### config.mk
export PLATFORM = sky130hd
export DESIGN_NAME = beep_code_seq
export DESIGN_NICKNAME = d
export VERILOG_FILES = /design/src/rtl/beep_code_seq.sv
export SDC_FILE = /design/constraint.sdc
export NUM_CORES = 1
export LEC_CHECK = 0
export BUFFER_PORTS_ARGS = -buffer_cell sky130_fd_sc_hd__buf_2
export CELL_PAD_IN_SITES_DETAIL_PLACEMENT = 1
export CELL_PAD_IN_SITES_GLOBAL_PLACEMENT = 1
export CORE_MARGIN = 4
export CORE_UTILIZATION = 41
export DETAILED_ROUTE_END_ITERATION = 7
export PLACE_DENSITY = 0.82
export SYNTH_ARGS = -nofsm -noshare
export SYNTH_HDL_FRONTEND = slang
export SYNTH_SLANG_ARGS = --single-unit
### constraint.sdc
create_clock -name clk -period 1.9 [get_ports clk]
set_input_delay 0.38 -clock clk [delete_from_list [all_inputs] [get_ports clk]]
set_output_delay 0.38 -clock clk [all_outputs]
set_load 0.02 [all_outputs]
### src/rtl/beep_code_seq.sv
module beep_code_seq #(
  parameter int BEEP_ON   = 4,
  parameter int BEEP_OFF  = 3,
  parameter int GROUP_GAP = 8
) (
  input  logic       clk,
  input  logic       rst,
  input  logic       start,
  input  logic [7:0] code,
  output logic       spk_en,
  output logic       busy,
  output logic       done
);

  localparam int MAX_D = (BEEP_ON > BEEP_OFF) ?
                         ((BEEP_ON > GROUP_GAP) ? BEEP_ON : GROUP_GAP) :
                         ((BEEP_OFF > GROUP_GAP) ? BEEP_OFF : GROUP_GAP);
  localparam int TW = (MAX_D > 1) ? $clog2(MAX_D) : 1;
  localparam logic [TW-1:0] ON_L  = TW'(BEEP_ON - 1);
  localparam logic [TW-1:0] OFF_L = TW'(BEEP_OFF - 1);
  localparam logic [TW-1:0] GAP_L = TW'(GROUP_GAP - 1);

  typedef enum logic [1:0] {S_IDLE, S_ON, S_OFF, S_GAP} state_t;

  state_t        state;
  logic [7:0]    code_q;
  logic [1:0]    grp;
  logic [1:0]    left;
  logic [TW-1:0] tmr;
  logic [1:0]    next_field;

  assign next_field = code_q[{~(grp + 2'd1), 1'b0} +: 2];
  assign spk_en     = (state == S_ON);
  assign busy       = (state != S_IDLE);

  always_ff @(posedge clk) begin
    if (rst) begin
      state  <= S_IDLE;
      code_q <= '0;
      grp    <= '0;
      left   <= '0;
      tmr    <= '0;
      done   <= 1'b0;
    end else begin
      done <= 1'b0;
      case (state)
        S_IDLE: if (start) begin
          code_q <= code;
          grp    <= '0;
          left   <= code[7:6];
          tmr    <= ON_L;
          state  <= S_ON;
        end
        S_ON: begin
          if (tmr != '0) tmr <= tmr - 1'b1;
          else if (left != '0) begin
            left  <= left - 1'b1;
            tmr   <= OFF_L;
            state <= S_OFF;
          end else if (grp != 2'd3) begin
            tmr   <= GAP_L;
            state <= S_GAP;
          end else begin
            state <= S_IDLE;
            done  <= 1'b1;
          end
        end
        S_OFF: begin
          if (tmr != '0) tmr <= tmr - 1'b1;
          else begin
            tmr   <= ON_L;
            state <= S_ON;
          end
        end
        default: begin
          if (tmr != '0) tmr <= tmr - 1'b1;
          else begin
            grp   <= grp + 2'd1;
            left  <= next_field;
            tmr   <= ON_L;
            state <= S_ON;
          end
        end
      endcase
    end
  end

  assert_start_capture_R1: assert property (@(posedge clk) disable iff (rst)
    (start && !busy) |=> (busy && spk_en));

  assert_code_held_R6: assert property (@(posedge clk) disable iff (rst)
    (busy && $past(busy)) |-> (code_q == $past(code_q)));

  assert_done_single_R5: assert property (@(posedge clk) disable iff (rst)
    done |=> !done);

  assert_done_quiet_R5: assert property (@(posedge clk) disable iff (rst)
    done |-> (!busy && !spk_en));

  assert_beep_inside_run_R3: assert property (@(posedge clk) disable iff (rst)
    $rose(spk_en) |-> busy);

  assert_reset_clears_R7: assert property (@(posedge clk)
    $past(rst) |-> (!busy && !spk_en && !done));

endmodule

==> metrics.md <==
| Metric | Value |
|---|---|
| Status | `finished, final reports clean` |
| Die height | `58.33 µm` |
| Placed Cells | `157` |
| Vias per inst | `5.469` |
| Post-route antenna net violation count | `0` |
| IO Pins | `14` |
| Yosys top cell area share | `34.70%` |
| Post-synthesis register bit count | `18` |
| Async set or reset register ratio after synthesis | `0%` |
| Reg-to-reg slack, setup | `0.16 ns` |
| Synth top cells by count | `18 x dfxtp_1, 14 x a21oi_1, 12 x nand2_1` |
| Setup WS post-layout | `0.1008 ns` |
| Post-route DRC | `0` |
| Peak per-stage delay on the critical path | `0.38 ns` |
| Syn Inst Count | `122` |
| Worst reg2reg startpoint | `state[1]$_SDFFE_PP0P_` |
| Remaining Overflow, GRT | `0` |
| Final Hold Fails | `0` |
| Post-route clock period utilization | `between 90 and 100%` |
| Leakage | `0.4450 nW` |
| Clk_skew | `around 0.00072 ns` |
| Synth Flop Type | `dfxtp_1` |
| Sequential element share of the synthesized area | `34.70%` |
| CP Launch Point | `state[0]$_SDFFE_PP0P_` |
| Min Tclk post-route | `roughly 1.8 ns` |
| Clk buf depth | `2` |
| Finished Layout Cells | `160` |
| Maximum vdd drop | `slightly below 0.7 mV` |
| Power Dens Cells | `1641 mW/mm²` |
| Worst setup path endpoint | `busy` |
| CTS tree | `yes` |
| Max FO, Critical Path | `9` |
| Synth area leader | `dfxtp_1` |
| Hpwl dp | `1.879 mm` |
| Row cnt | `17` |
| Root buffer cell | `clkbuf_4` |
| Global Route Usage Sum | `between 10% and 20%` |
| Initial antenna violation count | `0` |
| Setup violators final | `0` |
| Clock buffer count from CTS | `3` |
| Synthesis warning total | `0` |
| Via count | `875` |
| Die area | `0.003402 mm²` |
| Vias in the first global route | `921` |
| Max-Cap Viols | `0` |
| Drt initial violations | `15` |
| Slew headroom | `70.60%` |
| Setup Fix Bufs, Post-CTS | `0` |
| Worst Setup End Kind | `primary output` |
| Skew-Pair Late Insertion Delay | `0.29 ns` |
| Core area | `roughly 0.0023 mm²` |
| Synth Cell Area | `0.001038 mm²` |
| Worst setup SP type | `flip-flop` |
| Distinct cells, synth | `37` |
| PortBufs | `13` |
| Routability cong. | `about 0.74` |
| Nets in the synthesized netlist | `140` |
| Reg-to-Reg End | `tmr[0]$_SDFFE_PP0P_` |
| Max-slew violations | `0` |
| Worst-path cell chain | `inv_1, ha_2, buf_4, inv_2, buf_2` |
| Avg Inst Size Synth | `between 8 and 9 µm²` |
| Reg clk slew, reported paths | `0.10 ns` |
| Hold bufs inserted after CTS | `0` |
| Worst-Margin Slew | `0.4410 ns` |
| Resize count post-CTS | `0` |
| Layout cells sized above 1 | `21.97%` |
| # clock sinks | `18` |
| H-Tree Depth | `1` |
| Critical path's slowest cell | `dfxtp_1` |
| Levels on crit path | `5` |
| Max Clk Rate | `0.5558 GHz` |
| Setup TNS | `0 ns` |
| Synth area leaders | `dfxtp_1 35%, ha_1 8.4%, a21oi_1 6.7%` |
| Diodes inserted | `0` |
| Fin nets | `152` |
| Setup WS pre-CTS | `0.1842 ns` |
| EDFF count, synth | `0` |
| Worst reg2reg path depth | `6` |
| Largest net degree at the start of global routing | `19` |
| CP Class | `flip-flop to primary output` |
| Detailed-route wire length | `2.395 mm` |
| Drt pass-1 iters | `4` |
| Most common cell in the netlist | `dfxtp_1` |
| CP top delay family | `buffers and inverters` |
| Hold crit path type | `input pin to flip-flop` |
| Arr. time, crit path | `roughly 1.4 ns` |
| P&R area growth vs syn | `8.554%` |
| Routed len/inst | `14.97 µm` |
| Power consumption | `roughly 1.8 mW` |
| Die width | `58.33 µm` |
| RSZ-0062 raised after global routing | `false` |
| Initial Utilization | `44.79%` |
| First-pass GRT wire length | `4.105 mm` |
| CP required | `1.52 ns` |
| Worst hold margin | `0.3236 ns` |
| Worst Path Buf+Inv | `4` |
## through the flow
stage	area, µm²	util, %
detailed placement	1102	47.54
global placement	1102	47.54
CTS	1125	48.52
finish	1127	48.62
floorplan	1039	-
global route	1127	48.62
## sequential cells by signal, indices dropped and copies added (netlist names)
register / count
tmr: 3
state: 2
grp: 2
done: 1
code_q: 8
left: 2
## report_power, final
part	internal, mW	leakage, nW	total (mW)	switching (mW)
clock	0.0739	0.0138	0.191	0.118
combinational	0.454	0.283	1.09	0.639
sequential	0.480	0.148	0.566	0.0855
total	1.01	0.445	1.85	0.842
## cell families after synthesis
logic type | Yosys count | share of synthesized area [%]
buffers and inverters | 16 | 7.831
multiplexers | 6 | 6.024
adder cells (fa/ha/maj) | 7 | 8.433
AND/OR/NAND/NOR | 42 | 20.12
flip-flops | 18 | 34.70
AO/OA/AOI/OAI | 33 | 22.89
## area by class of cell
cell class	instances	area, µm²
timing repair buffer	15	80.08
fill	303	1191
inverter	8	30.03
clock buffer	3	22.52
tap	28	35.03
multi-input combinational	88	599.3
sequential	18	360.3
## placed cells by master (no fill, tap or decap), drive strengths merged, types with 4 or more instances in the layout
cell / Yosys / layout
o21ai: 5 / 5
mux2i: 4 / 4
nand3: 9 / 9
buf: 5 / 15
inv: 8 / 8
nor2: 9 / 9
a311oi: 4 / 4
ha: 7 / 7
dfxtp: 18 / 18
nand2: 12 / 12
a21oi: 15 / 15
## worst min-delay path, stage by stage
cell     delay (ns)
buf_2          0.10
nand3_1        0.05
a21oi_1        0.05
## worst min-delay path by stage
stage	depth (start not counted)	slack [ns]	end	from
4_1_cts	3	0.32	code_q[5]$_SDFFE_PP0P_	code[5]
3_3_place_gp	2	0.45	code_q[6]$_SDFFE_PP0P_	code_q[6]$_SDFFE_PP0P_
6_report	3	0.32	code_q[5]$_SDFFE_PP0P_	code[5]
2_1_floorplan	2	0.43	code_q[2]$_SDFFE_PP0P_	code_q[2]$_SDFFE_PP0P_
3_5_place_dp	2	0.45	code_q[0]$_SDFFE_PP0P_	code_q[0]$_SDFFE_PP0P_
5_1_grt	3	0.32	code_q[3]$_SDFFE_PP0P_	code[3]
## layer usage
| metal | share of wire (%) | wire [µm] | track usage (%) |
|---|---|---|---|
| met4 | 1.8 | 42 | 6.954 |
| met1 | 44 | 1056 | 18.10 |
| met2 | 51 | 1214 | 28.39 |
| met3 | 3.4 | 81 | 2.632 |
| met5 | 0 | 0 | 0 |
Note: power is estimated with default switching activity, not from simulation.
